`src/rtl/tsiso_pkg.sv`:
```
package tsiso_pkg;

    // Bit offset of element (a,b) within one NS x NS matrix of W-bit metrics.
    function automatic int unsigned cell_ofs(input int unsigned a,
                                             input int unsigned b,
                                             input int unsigned ns,
                                             input int unsigned w);
        return (a * ns + b) * w;
    endfunction

endpackage

```
`src/rtl/tsiso_minplus.sv`:
```
module tsiso_minplus #(
    parameter int NS = 2,
    parameter int W  = 8
) (
    input  logic [NS*NS*W-1:0] lhs,
    input  logic [NS*NS*W-1:0] rhs,
    output logic [NS*NS*W-1:0] prod
);
    import tsiso_pkg::*;

    function automatic logic [W-1:0] sat_add(input logic [W-1:0] x,
                                             input logic [W-1:0] y);
        logic [W:0] s;
        s = {1'b0, x} + {1'b0, y};
        return s[W] ? {W{1'b1}} : s[W-1:0];
    endfunction

    always_comb begin
        logic [W-1:0] best;
        logic [W-1:0] cand;
        prod = '0;
        for (int a = 0; a < NS; a++) begin
            for (int b = 0; b < NS; b++) begin
                best = {W{1'b1}};
                for (int m = 0; m < NS; m++) begin
                    cand = sat_add(lhs[cell_ofs(a, m, NS, W) +: W],
                                   rhs[cell_ofs(m, b, NS, W) +: W]);
                    if (cand < best) best = cand;
                end
                prod[cell_ofs(a, b, NS, W) +: W] = best;
            end
        end
    end

endmodule

```
`src/rtl/tsiso_level.sv`:
```
module tsiso_level #(
    parameter int NSEG = 8,
    parameter int NS   = 2,
    parameter int W    = 8
) (
    input  logic                           clk,
    input  logic                           rst_n,
    input  logic                           in_v,
    input  logic [NSEG*NS*NS*W-1:0]        seg_in,
    output logic                           out_v,
    output logic [(NSEG/2)*NS*NS*W-1:0]    seg_out
);
    localparam int MW   = NS * NS * W;
    localparam int NOUT = NSEG / 2;

    logic [NOUT*MW-1:0] merged;

    for (genvar p = 0; p < NOUT; p++) begin : g_pair
        tsiso_minplus #(.NS(NS), .W(W)) u_mp (
            .lhs  (seg_in[(2*p)*MW +: MW]),
            .rhs  (seg_in[(2*p+1)*MW +: MW]),
            .prod (merged[p*MW +: MW])
        );
    end

    always_ff @(posedge clk) begin
        if (!rst_n) begin
            out_v   <= 1'b0;
            seg_out <= '0;
        end else begin
            out_v   <= in_v;
            seg_out <= merged;
        end
    end

endmodule

```
`src/rtl/tsiso_align.sv`:
```
module tsiso_align #(
    parameter int DEPTH = 1,
    parameter int WIDTH = 32
) (
    input  logic             clk,
    input  logic             rst_n,
    input  logic [WIDTH-1:0] din,
    output logic [WIDTH-1:0] dout
);
    if (DEPTH == 0) begin : g_pass
        assign dout = din;
    end else begin : g_shift
        logic [WIDTH-1:0] sr [DEPTH];
        always_ff @(posedge clk) begin
            if (!rst_n) begin
                for (int i = 0; i < DEPTH; i++) sr[i] <= '0;
            end else begin
                sr[0] <= din;
                for (int i = 1; i < DEPTH; i++) sr[i] <= sr[i-1];
            end
        end
        assign dout = sr[DEPTH-1];
    end

endmodule

```
`src/rtl/tsiso_top.sv`:
```
module tsiso_top #(
    parameter int K  = 8,
    parameter int NS = 2,
    parameter int W  = 8
) (
    input  logic                                clk,
    input  logic                                rst_n,
    input  logic                                in_valid,
    input  logic [K*NS*NS*W-1:0]                in_bm,
    output logic                                out_valid,
    output logic [$clog2(K)*NS*NS*W-1:0]        out_prefix
);
    localparam int MW   = NS * NS * W;
    localparam int LVLS = $clog2(K);

    for (genvar l = 0; l < LVLS; l++) begin : lv
        localparam int NIN  = K >> l;
        localparam int NOUT = NIN / 2;

        logic [NIN*MW-1:0]  d;
        logic               dv;
        logic [NOUT*MW-1:0] q;
        logic               qv;

        if (l == 0) begin : g_first
            assign d  = in_bm;
            assign dv = in_valid;
        end else begin : g_next
            assign d  = lv[l-1].q;
            assign dv = lv[l-1].qv;
        end

        tsiso_level #(.NSEG(NIN), .NS(NS), .W(W)) u_level (
            .clk     (clk),
            .rst_n   (rst_n),
            .in_v    (dv),
            .seg_in  (d),
            .out_v   (qv),
            .seg_out (q)
        );

        // Segment 0 of this level is the prefix 0 .. 2^(l+1); hold it
        // until the last level has finished with the same block.
        tsiso_align #(.DEPTH(LVLS-1-l), .WIDTH(MW)) u_align (
            .clk   (clk),
            .rst_n (rst_n),
            .din   (q[MW-1:0]),
            .dout  (out_prefix[l*MW +: MW])
        );
    end

    assign out_valid = lv[LVLS-1].qv;

endmodule

```
`config.mk`:
```
export PLATFORM = sky130hd
export DESIGN_NAME = tsiso_top
export DESIGN_NICKNAME = d
export VERILOG_FILES = /design/src/rtl/tsiso_pkg.sv /design/src/rtl/tsiso_minplus.sv /design/src/rtl/tsiso_level.sv /design/src/rtl/tsiso_align.sv /design/src/rtl/tsiso_top.sv
export SDC_FILE = /design/constraint.sdc
export NUM_CORES = 2
export LEC_CHECK = 0
export BUFFER_PORTS_ARGS = -buffer_cell sky130_fd_sc_hd__buf_4
export CORE_UTILIZATION = 56
export CTS_CLUSTER_DIAMETER = 60
export DETAILED_ROUTE_END_ITERATION = 8
export GPL_ROUTABILITY_DRIVEN = 0
export HOLD_SLACK_MARGIN = 0.12
export MAX_ROUTING_LAYER = met4
export PLACE_DENSITY_LB_ADDON = 0.2
export SYNTH_ARGS = -nofsm -noshare
export SYNTH_HDL_FRONTEND = slang
export SYNTH_HIERARCHICAL = 1
export SYNTH_SLANG_ARGS = --single-unit
```
`constraint.sdc`:
```
create_clock -name clk -period 4.24 [get_ports clk]
set_clock_uncertainty 0.05 [all_clocks]
set_input_delay 0.848 -clock clk [delete_from_list [all_inputs] [get_ports clk]]
set_output_delay 0.848 -clock clk [all_outputs]
set_load 0.02 [all_outputs]
```
==> reports/metrics.cfg <==
[synthesis]
synth_largest_area_cell=ha_1
synthTopCellsByArea=ha_1 22%, dfxtp_1 17%, xnor2_1 4.6%
synth_simple_gate_area_frac=0.181
async_reset_ff_frac=0
post-synth-top-count-cell=ha_1
synth_fp_nets=5291
post_synth_mux_area_share=0.0411
xor_and_xnor_fraction_of_the_mapped_netlist_area=0.0747
syn_avg_cell_area_sq_um=8.55
synth_compound_gate_area_share=0.230
ys_warn_count=6
synth.lib_cells_used.distinct=90
synthTopCellsByCount=644 x ha_1, 454 x nor2_1, 323 x dfxtp_1
edff_count_synth=0
count_of_state_elements_after_synthesis=323
synth_area_sq_um=37000
synth_top_family_by_area=adder cells
yosys.area_share.adder=0.248
synth_seq_area_share=0.175
postSynthCellCount=4332
ys.flop_type=dfxtp_1
post-synth-top-area-fraction=0.218

[floorplan]
initial_utilization=0.570
die_width_um=259
core.rowCount=93
core-area_sq_um=64900
boundary_pin_count=356
die_height_um=259
floorplan.die_area_sq_um=67200

[timing]
post-route-min-period_ns=4.03
setup-violations-final=0
post-route-period-util=0.951
slew_violations=0
setup_ws_ns=0.209
finalSetupTns_ns=0
hold_ws_ns=0.386
slew_headroom=0.511
tightestPinTransition_ns=0.728
timing.fmax_ghz=0.248
timing.final.hold_violations=0

[final_layout]
area_growth_syn_to_layout_pct=13.5
finalNetCount=5665
insertedDiodeCount=0
share_of_final_layout_standard_cells_stronger_than_drive_strength_1=0.165
finalCoreUtilization=0.647

[route]
drt_iter0_drc=2702
dr.pass1.iters=6
detail_route.drc_violations=0
post_drt_via_cell_ratio=5.92
detail-route-antenna-nets=0
wire_per_inst_um=19.1
vias=33100
drt-total-wl_um=107000

[worst_setup_path]
path_class=flip-flop to flip-flop
crit_slowest_cell=dfxtp_2
required_ns=4.66
critical_path.startpoint_type=flip-flop
crit_chain=ha_1 > inv_1 > fa_1 > nand2b_1 > a21oi_1 > a211oi_1 > xnor2_1 > nor2_1 > inv_1 > ha_1 > and4_1 > nand4_1 > or2_0 > o221a_2 > nor3_1 > a21oi_2 > and2_1
arrival_ns=4.45
critical_path.endpoint_type=flip-flop
cp_top_family=simple AND/OR/NAND/NOR gates
worstPathMaxFanout=7
peak_per_stage_delay_on_the_critical_path_ns=0.43
cp.buffers_inverters=2

[status]
outcome=completed

[cts]
clk_path_buf_depth=3
cts_max_level=2
clockRootBuffer=clkbuf_16
clk_transition_reported_paths_ns=0.06
total_number_of_clock_tree_sinks=323
cts_inserted_buffers=38
tritoncts=built
clock_insertion_delay_worst_skew_ns=0.58

[place]
place.port_buffers=355
dpl.hpwl_um=90800
detailedPlace.worstSlack_ns=-0.0844

[power_and_ir_drop]
leakage_nw=20.3
power_density_nw_per_um2=753
max-vdd-ir-drop_mv=0.530

[grt]
grt_pass1_wl_um=165000
grt_util_all_layers=0.318
number_of_antenna_violations_at_the_first_check_in_global_routing=0
vias_in_the_first_global_route=31100
grt_max_degree=133
grt.overflow.total=0

[job]
max-cap-violations=0

[min_path]
worstHoldPathType=flip-flop to flip-flop

## worst paths after layout
path                                  startpoint                                  end  cells past startpoint  slack (ns)
min               lv[0].u_level/out_v$_SDFF_PN0_       lv[1].u_level/out_v$_SDFF_PN0_                      1        0.39
max reg2reg  lv[0].u_level/seg_out[8]$_SDFF_PN0_  lv[1].u_level/seg_out[6]$_SDFF_PN0_                     17        0.21
max          lv[0].u_level/seg_out[8]$_SDFF_PN0_  lv[1].u_level/seg_out[6]$_SDFF_PN0_                     17        0.21
min reg2reg       lv[0].u_level/out_v$_SDFF_PN0_       lv[1].u_level/out_v$_SDFF_PN0_                      1        0.39
## power breakdown
part           switching (mW)  internal, mW  total [mW]
clock                    1.40          2.04        3.45
sequential               1.02          4.02        5.04
combinational            12.5          10.6        23.2
## layout make-up
class	instances	area (sq um)
clock buffer	51	1060
clock inverter	17	267
fill	5659	22900
inverter	251	942
multi-input combinational	3630	28700
sequential	323	6470
tap	855	1070
timing repair buffer	462	3510
## logic make-up after synthesis
family	Yosys count
DFF	323
buffers and inverters	380
adders and majority gates	700
xor gates and xnor gates	316
AOI/OAI and AO/OA	1189
muxes	145
and+or+nand+nor	1279
## per-stage QoR
stage | total power, mW | instance area, sq um | cells
6_report | 31.6 | 42000 | 5589
5_1_grt | 34.3 | 42000 | 5589
4_1_cts | 31.3 | 42000 | 5586
3_5_place_dp | 27.6 | 40700 | 5518
3_3_place_gp | 27.2 | 40700 | 5518
2_1_floorplan | 22.2 | 37000 | 4332
## sequential cells by signal (all words and copies together) (netlist names)
signal and count:
lv.u_align/g_shift.sr 96, lv.u_level/out_v 3, lv.u_level/seg_out 224
## layer usage
layer  global-route usage  up-vias  routed length [um]
met5                    -        -                   0
met4               0.0886        0                3100
met3               0.0389      200                8050
met2                0.493     1263               46200
met1                0.433    15200               49300
li1                     -    16400                   -
## worst reg2reg max path: stages, from the launching register on
cell,delay [ns]
dfxtp_2,0.43
ha_1,0.26
inv_1,0.08
fa_1,0.40
nand2b_1,0.19
a21oi_1,0.20
a211oi_1,0.11
xnor2_1,0.15
nor2_1,0.20
inv_1,0.07
ha_1,0.30
and4_1,0.22
nand4_1,0.16
or2_0,0.26
o221a_2,0.34
nor3_1,0.27
a21oi_2,0.09
and2_1,0.17
## repair_timing
action | in CTS | in global routing
gates resized for setup | 0 | 9
setup endpoints to repair | 0 | 22
buffers inserted | 0 | 2
hold buffers | 0 | 0
## layout by cell type (no fill, tap or decap), types with 10 or more instances in the layout
| master | count |
|---|---|
| ha_1 | 644 |
| buf_4 | 458 |
| nor2_1 | 454 |
| dfxtp_1 | 322 |
| a21oi_1 | 275 |
| inv_1 | 250 |
| and2_1 | 226 |
| xnor2_1 | 196 |
| a21o_1 | 176 |
| o21ai_0 | 168 |
| and2_2 | 129 |
| mux2i_1 | 127 |
| xor2_1 | 120 |
| a211oi_1 | 111 |
| nor3_1 | 108 |
| nand2_1 | 102 |
| nand2b_1 | 76 |
| o21bai_1 | 61 |
| fa_1 | 56 |
| o211ai_1 | 53 |
| o21a_1 | 50 |
| clkbuf_16 | 38 |
| o21ai_1 | 37 |
| nand3_1 | 36 |
| nor2b_1 | 24 |
| a31oi_1 | 24 |
| o211a_1 | 23 |
| nor4_1 | 22 |
| and3_1 | 21 |
| o2111ai_1 | 20 |
| o22ai_1 | 17 |
| nand4_1 | 15 |
| or4_1 | 14 |
| mux2_4 | 13 |
| a2111oi_0 | 12 |
| o31a_1 | 12 |
| a21oi_2 | 10 |
Power figures use the tool's default switching activity.
